$ cat src/rtl/psram_rd_pkg.sv
package psram_rd_pkg;

    localparam int LAT_W  = 4;
    localparam int WCNT_W = 5;

    typedef enum logic [1:0] {
        BL_4    = 2'd0,
        BL_8    = 2'd1,
        BL_16   = 2'd2,
        BL_CONT = 2'd3
    } burst_len_e;

    typedef enum logic [1:0] {
        ST_IDLE = 2'd0,
        ST_ADDR = 2'd1,
        ST_DATA = 2'd2
    } rd_state_e;

    typedef struct packed {
        logic [LAT_W-1:0] latency;
        logic             var_lat;
        logic             muxed;
        burst_len_e       len;
    } burst_cfg_t;

    typedef struct packed {
        logic ce_n;
        logic adv_n;
        logic oe_n;
        logic we_n;
        logic cre;
        logic ub_n;
        logic lb_n;
        logic dq_oe;
    } mem_ctl_t;

    // number of words in a fixed-length burst (continuous returns 0)
    function automatic logic [WCNT_W-1:0] words_for(burst_len_e l);
        case (l)
            BL_4:    return WCNT_W'(4);
            BL_8:    return WCNT_W'(8);
            BL_16:   return WCNT_W'(16);
            default: return '0;
        endcase
    endfunction

    // counter preload: a zero latency behaves like a latency of one
    function automatic logic [LAT_W-1:0] latency_load(logic [LAT_W-1:0] l);
        return (l == '0) ? '0 : l - LAT_W'(1);
    endfunction

endpackage

$ cat src/rtl/psram_rd_seq.sv
module psram_rd_seq
    import psram_rd_pkg::*;
(
    input  logic       clk,
    input  logic       rst,
    input  logic       req_fire,
    input  burst_cfg_t cfg_in,
    input  logic       mem_wait_n,
    input  logic       stop_in,
    output rd_state_e  state_q,
    output burst_cfg_t cfg_q,
    output logic       capture,
    output logic       last_word
);

    logic [LAT_W-1:0]  lat_q;
    logic [WCNT_W-1:0] words_q;
    logic              lat_done;
    logic              fixed_end;

    assign lat_done  = (lat_q == '0);
    assign capture   = (state_q == ST_DATA) && lat_done &&
                       (!cfg_q.var_lat || mem_wait_n);
    assign fixed_end = (words_q == words_for(cfg_q.len) - WCNT_W'(1));
    assign last_word = capture && ((cfg_q.len == BL_CONT) ? stop_in : fixed_end);

    always_ff @(posedge clk) begin
        if (rst) begin
            state_q <= ST_IDLE;
            cfg_q   <= '0;
            lat_q   <= '0;
            words_q <= '0;
        end else begin
            case (state_q)
                ST_IDLE: begin
                    if (req_fire) begin
                        cfg_q   <= cfg_in;
                        state_q <= ST_ADDR;
                    end
                end
                ST_ADDR: begin
                    lat_q   <= latency_load(cfg_q.latency);
                    words_q <= '0;
                    state_q <= ST_DATA;
                end
                ST_DATA: begin
                    if (!lat_done)
                        lat_q <= lat_q - LAT_W'(1);
                    if (capture)
                        words_q <= words_q + WCNT_W'(1);
                    if (last_word)
                        state_q <= ST_IDLE;
                end
                default: state_q <= ST_IDLE;
            endcase
        end
    end

endmodule

$ cat src/rtl/psram_rd_pins.sv
module psram_rd_pins
    import psram_rd_pkg::*;
#(
    parameter int ADDR_W = 23,
    parameter int DATA_W = 16
) (
    input  rd_state_e         state_q,
    input  logic              muxed,
    input  logic [ADDR_W-1:0] addr_q,
    output mem_ctl_t          ctl,
    output logic [DATA_W-1:0] dq_out
);

    generate
        if (ADDR_W >= DATA_W) begin : g_slice
            assign dq_out = addr_q[DATA_W-1:0];
        end else begin : g_extend
            assign dq_out = {{(DATA_W-ADDR_W){1'b0}}, addr_q};
        end
    endgenerate

    always_comb begin
        ctl      = '{ce_n: 1'b1, adv_n: 1'b1, oe_n: 1'b1, we_n: 1'b1,
                     cre: 1'b0, ub_n: 1'b1, lb_n: 1'b1, dq_oe: 1'b0};
        case (state_q)
            ST_ADDR: begin
                ctl.ce_n  = 1'b0;
                ctl.adv_n = 1'b0;
                ctl.ub_n  = 1'b0;
                ctl.lb_n  = 1'b0;
                ctl.dq_oe = muxed;
            end
            ST_DATA: begin
                ctl.ce_n = 1'b0;
                ctl.oe_n = 1'b0;
                ctl.ub_n = 1'b0;
                ctl.lb_n = 1'b0;
            end
            default: ;
        endcase
    end

endmodule

$ cat src/rtl/psram_rd_capture.sv
module psram_rd_capture #(
    parameter int DATA_W = 16
) (
    input  logic              clk,
    input  logic              rst,
    input  logic              capture,
    input  logic              last_word,
    input  logic [DATA_W-1:0] dq_in,
    output logic              rd_valid,
    output logic [DATA_W-1:0] rd_data,
    output logic              rd_last
);

    always_ff @(posedge clk) begin
        if (rst) begin
            rd_valid <= 1'b0;
            rd_last  <= 1'b0;
            rd_data  <= '0;
        end else begin
            rd_valid <= capture;
            rd_last  <= last_word;
            if (capture)
                rd_data <= dq_in;
        end
    end

endmodule

$ cat src/rtl/psram_burst_rd.sv
module psram_burst_rd
    import psram_rd_pkg::*;
#(
    parameter int ADDR_W = 23,
    parameter int DATA_W = 16
) (
    input  logic              clk,
    input  logic              rst,
    input  logic              req_valid,
    output logic              req_ready,
    input  logic [ADDR_W-1:0] req_addr,
    input  logic [1:0]        req_len,
    input  logic [LAT_W-1:0]  cfg_latency,
    input  logic              cfg_var_lat,
    input  logic              cfg_muxed,
    input  logic              burst_stop,
    output logic              mem_ce_n,
    output logic              mem_adv_n,
    output logic              mem_oe_n,
    output logic              mem_we_n,
    output logic              mem_cre,
    output logic              mem_ub_n,
    output logic              mem_lb_n,
    input  logic              mem_wait_n,
    output logic [ADDR_W-1:0] mem_addr,
    output logic [DATA_W-1:0] mem_dq_out,
    output logic              mem_dq_oe,
    input  logic [DATA_W-1:0] mem_dq_in,
    output logic              rd_valid,
    output logic [DATA_W-1:0] rd_data,
    output logic              rd_last
);

    rd_state_e         state_q;
    burst_cfg_t        cfg_in;
    burst_cfg_t        cfg_q;
    mem_ctl_t          ctl;
    logic [ADDR_W-1:0] addr_q;
    logic              req_fire;
    logic              capture;
    logic              last_word;

    assign req_ready = (state_q == ST_IDLE);
    assign req_fire  = req_valid && req_ready;
    assign cfg_in    = '{latency: cfg_latency, var_lat: cfg_var_lat,
                         muxed: cfg_muxed, len: burst_len_e'(req_len)};

    always_ff @(posedge clk) begin
        if (rst)
            addr_q <= '0;
        else if (req_fire)
            addr_q <= req_addr;
    end

    psram_rd_seq u_seq (
        .clk        (clk),
        .rst        (rst),
        .req_fire   (req_fire),
        .cfg_in     (cfg_in),
        .mem_wait_n (mem_wait_n),
        .stop_in    (burst_stop),
        .state_q    (state_q),
        .cfg_q      (cfg_q),
        .capture    (capture),
        .last_word  (last_word)
    );

    psram_rd_pins #(.ADDR_W(ADDR_W), .DATA_W(DATA_W)) u_pins (
        .state_q (state_q),
        .muxed   (cfg_q.muxed),
        .addr_q  (addr_q),
        .ctl     (ctl),
        .dq_out  (mem_dq_out)
    );

    psram_rd_capture #(.DATA_W(DATA_W)) u_cap (
        .clk       (clk),
        .rst       (rst),
        .capture   (capture),
        .last_word (last_word),
        .dq_in     (mem_dq_in),
        .rd_valid  (rd_valid),
        .rd_data   (rd_data),
        .rd_last   (rd_last)
    );

    assign mem_ce_n  = ctl.ce_n;
    assign mem_adv_n = ctl.adv_n;
    assign mem_oe_n  = ctl.oe_n;
    assign mem_we_n  = ctl.we_n;
    assign mem_cre   = ctl.cre;
    assign mem_ub_n  = ctl.ub_n;
    assign mem_lb_n  = ctl.lb_n;
    assign mem_dq_oe = ctl.dq_oe;
    assign mem_addr  = addr_q;

endmodule

$ cat config.mk
export PLATFORM = sky130hd
export DESIGN_NAME = psram_burst_rd
export DESIGN_NICKNAME = d
export VERILOG_FILES = /design/src/rtl/psram_rd_pkg.sv /design/src/rtl/psram_rd_seq.sv /design/src/rtl/psram_rd_pins.sv /design/src/rtl/psram_rd_capture.sv /design/src/rtl/psram_burst_rd.sv
export SDC_FILE = /design/constraint.sdc
export NUM_CORES = 1
export LEC_CHECK = 0
export ABC_AREA = 1
export BUFFER_PORTS_ARGS = -buffer_cell sky130_fd_sc_hd__buf_2
export CORE_MARGIN = 2
export CORE_UTILIZATION = 40
export DETAILED_ROUTE_END_ITERATION = 10
export GPL_TIMING_DRIVEN = 0
export MAX_ROUTING_LAYER = met4
export PLACE_DENSITY_LB_ADDON = 0.05
export RECOVER_POWER = 50
export SYNTH_ARGS = -nofsm -noshare
export SYNTH_HDL_FRONTEND = slang
export SYNTH_SLANG_ARGS = --single-unit
export TNS_END_PERCENT = 30
$ cat constraint.sdc
create_clock -name clk -period 2.6 [get_ports clk]
set_clock_uncertainty 0.1 [all_clocks]
set_input_delay 0.26 -clock clk [delete_from_list [all_inputs] [get_ports clk]]
set_output_delay 0.26 -clock clk [all_outputs]
set_load 0.005 [all_outputs]
==> flow_summary.json <==
{
  "clock-sinks": 60,
  "cp.arrival_ns": 1.99,
  "cts_hold_buf": 0,
  "power_frac_seq_pct": 46.2,
  "drtIter0Drc": 133,
  "h-tree-depth": 3,
  "cts_buffers": 9,
  "cap_violations": 0,
  "synth_top_area_cell": "dfxtp_1",
  "synth_area_per_cell_um2": 7.51,
  "rsz0062_at_grt": "no",
  "io_buffer_count": 115,
  "grt_pass1_wl_um": 10200,
  "grt_pass1_vias": 2263,
  "fmax_mhz": 532,
  "ant_nets": 0,
  "p_switching_uw": 613,
  "dr.pass1.iters": 4,
  "start_util_pct": 40.8,
  "vdd_drop_max_uv": 368,
  "final-hold-violation-count": 0,
  "vias": 2509,
  "yosys_warnings": 0,
  "diodes": 0,
  "place_congestion": 0.788,
  "cts_resized": 0,
  "drv_slew": 0,
  "post_layout_nonfiller_instances": 546,
  "final_area_mm2": 0.00338,
  "cp_common_cell": "inv_1",
  "drc": 0,
  "required_ns": 2.71,
  "fin_crit_sh_pct": 72.3,
  "ios": 118,
  "grt-ovfl-total": 0,
  "die_h_um": 84.0,
  "status": "completed",
  "cts_buffer_depth": 2,
  "synth_top_area_share_pct": 46.9,
  "area_delta_synth_final_pct": 32.1,
  "rr_startpoint": "u_seq.state_q[0]",
  "wire_per_inst_um": 11.2,
  "placed_cells": 533,
  "p_leak_uw": 0.00169,
  "num-fill-cells": 659,
  "die_area_mm2": 0.00706,
  "placed_area_mm2": 0.00323,
  "reg2reg_depth": 9,
  "wirelength_um": 6140,
  "path_class": "reg2reg",
  "synth_cell_types": 27,
  "worstHoldStart": "mem_dq_in[1]",
  "clockPowerShare_pct": 34.9,
  "fin_crit_ns": 1.88,
  "internal_power_uw": 1650,
  "worstPathCellList": "inv_1 -> ha_1 -> nand3_1 -> nor2_1 -> inv_1 -> nand2_2 -> inv_1 -> o21ai_1 -> a21oi_1",
  "r2r-end": "u_seq.words_q[2]",
  "ff2ff_setup_slack_ns": 0.72,
  "post-dp-hpwl_um": 4670,
  "clk_pin_slew_worst_paths_ns": 0.06,
  "crit_slowest_cell": "dfxtp_1",
  "viasPerCell": 4.60,
  "syn_inst": 341,
  "min_path_cells": 3,
  "cts_root_buffer": "clkbuf_8",
  "dp_slack_ns": 0.785,
  "antenna_found_initial": 0,
  "yosysSeqAreaShare_pct": 46.9,
  "p_comb_share_pct": 18.8,
  "grt_max_degree": 11,
  "holdPathEnd": "u_cap.rd_data[1]",
  "hold_class": "in2reg",
  "post_cts_buffers": 0,
  "synthTopCellsByArea": "dfxtp_1 47%, nor2_1 14%, o21ai_0 10%, buf_4 5.9%, nand2_1 4.1%",
  "die_w_um": 84.0,
  "drive_gt1_share_pct": 31.3,
  "cpPeakStageDelay_ns": 0.32,
  "syn_nets": 399,
  "powerDensity_mw_per_mm2": 669,
  "cp-end-kind": "flop",
  "core.rowCount": 29,
  "setup_viol_count_final": 0,
  "ys_ff_latch": 60,
  "synthesis.area_mm2": 0.00256,
  "cts_tree": "done",
  "core_mm2": 0.00628,
  "final_nets": 525,
  "switching_share_pct": 27.1,
  "start_kind": "flop",
  "grt_usage_pct": 18.5,
  "finish.utilization_pct": 53.9,
  "insertion_delay_ns": 0.33,
  "tns_ns": 0,
  "timing.final.ws_setup_ns": 0.719,
  "cp_max_fo": 8
}
-- power groups by stage --
stage	sequential, uW	combinational (uW)	clock, uW
floorplan	1060	260	0
global placement	1060	435	0
detailed placement	1070	441	0
CTS	1050	442	808
global route	1060	486	859
finish	1050	426	790
-- synth_stat cells (all sizes together) --
| master | number |
|---|---|
| ha | 6 |
| a21oi | 21 |
| nor2 | 94 |
| dfxtp | 60 |
| conb | 2 |
| o21a | 1 |
| buf | 24 |
| nor3 | 1 |
| inv | 24 |
| clkbuf | 10 |
| o21ai | 54 |
| clkinv | 1 |
| nand3 | 7 |
| xnor2 | 2 |
| o211ai | 1 |
| xor2 | 1 |
| nand2 | 30 |
| and3 | 1 |
| o22ai | 1 |
-- how the worst max path moves through the flow --
| stage | from | endpoint | slack (ns) | cells past startpoint |
|---|---|---|---|---|
| 2_1_floorplan | u_seq.state_q[0] | u_seq.state_q[1] | 1.08 | 10 |
| 3_3_place_gp | u_seq.state_q[0] | mem_addr[18] | 0.79 | 7 |
| 3_5_place_dp | u_seq.state_q[0] | mem_addr[17] | 0.78 | 7 |
| 4_1_cts | u_seq.state_q[0] | mem_addr[17] | 0.76 | 7 |
| 5_1_grt | u_seq.state_q[0] | u_cap.rd_data[14] | 0.53 | 8 |
| 6_report | u_seq.state_q[0] | u_seq.words_q[2] | 0.72 | 9 |
-- sequential cells by signal (all words and copies together), names as in the netlist --
register        flops
u_seq.words_q       5
u_seq.lat_q         4
u_cap.rd_last       1
u_cap.rd_valid      1
u_cap.rd_data      16
u_seq.state_q       2
u_seq.cfg_q         8
mem_addr           23
-- worst max-delay path, delay by kind of cell (launching register included) --
kind / cells / cell delay [ns]
DFF: 1 / 0.32
AOI/OAI and AO/OA: 2 / 0.19
and+or+nand+nor: 3 / 0.54
adders and majority gates: 1 / 0.28
buffers and inverters: 3 / 0.36
-- per-layer routing --
metal | vias up | GRT usage, % | wire, um | share of wire [%]
met3 | 4 | 6.13 | 378 | 6.2
met2 | 72 | 28.2 | 2880 | 47
met4 | 0 | 7.33 | 46 | 0.75
met1 | 1120 | 22.6 | 2840 | 46
met5 | - | - | 0 | 0
li1 | 1313 | - | - | -
-- kinds of logic (layout without fill, tap and decap cells) --
| group | after synthesis | count (layout) | share of synthesized area, % |
|---|---|---|---|
| xor gates and xnor gates | 3 | 3 | 1.03 |
| AOI/OAI and AO/OA | 78 | 78 | 15.8 |
| adders and majority gates | 6 | 6 | 2.93 |
| other | 2 | 2 | 0.293 |
| buffers and inverters | 59 | 187 | 12.0 |
| and+or+nand+nor | 133 | 133 | 21.1 |
| DFF | 60 | 60 | 46.9 |
-- cell type report --
type	count	area, um2	share of cell area, %
Multi-Input combinational cell	222	1040	30.7
Sequential cell	60	1200	35.5
Clock buffer	10	138	4.07
Buffer	34	214	6.32
Clock inverter	3	40.0	1.18
Tap cell	77	96.3	2.85
Inverter	25	93.8	2.77
Timing Repair Buffer	115	561	16.6
-- layout by cell type (no fill, tap or decap), drive strengths merged --
| cell | synthesis | routed |
|---|---|---|
| o211ai | 1 | 1 |
| clkinv | 1 | 3 |
| ha | 6 | 6 |
| nor2 | 94 | 94 |
| a21oi | 21 | 21 |
| o21a | 1 | 1 |
| clkbuf | 10 | 48 |
| nand2 | 30 | 30 |
| nor3 | 1 | 1 |
| nand3 | 7 | 7 |
| xnor2 | 2 | 2 |
| bufinv | 0 | 1 |
| dfxtp | 60 | 60 |
| o21ai | 54 | 54 |
| conb | 2 | 2 |
| and3 | 1 | 1 |
| buf | 24 | 111 |
| xor2 | 1 | 1 |
| o22ai | 1 | 1 |
| inv | 24 | 24 |
-- through the flow --
stage / hold slack, ns / power [uW]
after global placement: 0.340 / 1500
after CTS: 0.0408 / 2300
after detailed placement: 0.370 / 1510
after global routing: 0.0360 / 2400
after floorplan: 0.222 / 1320
final: 0.0542 / 2260
(Power assumes the default switching activity.)
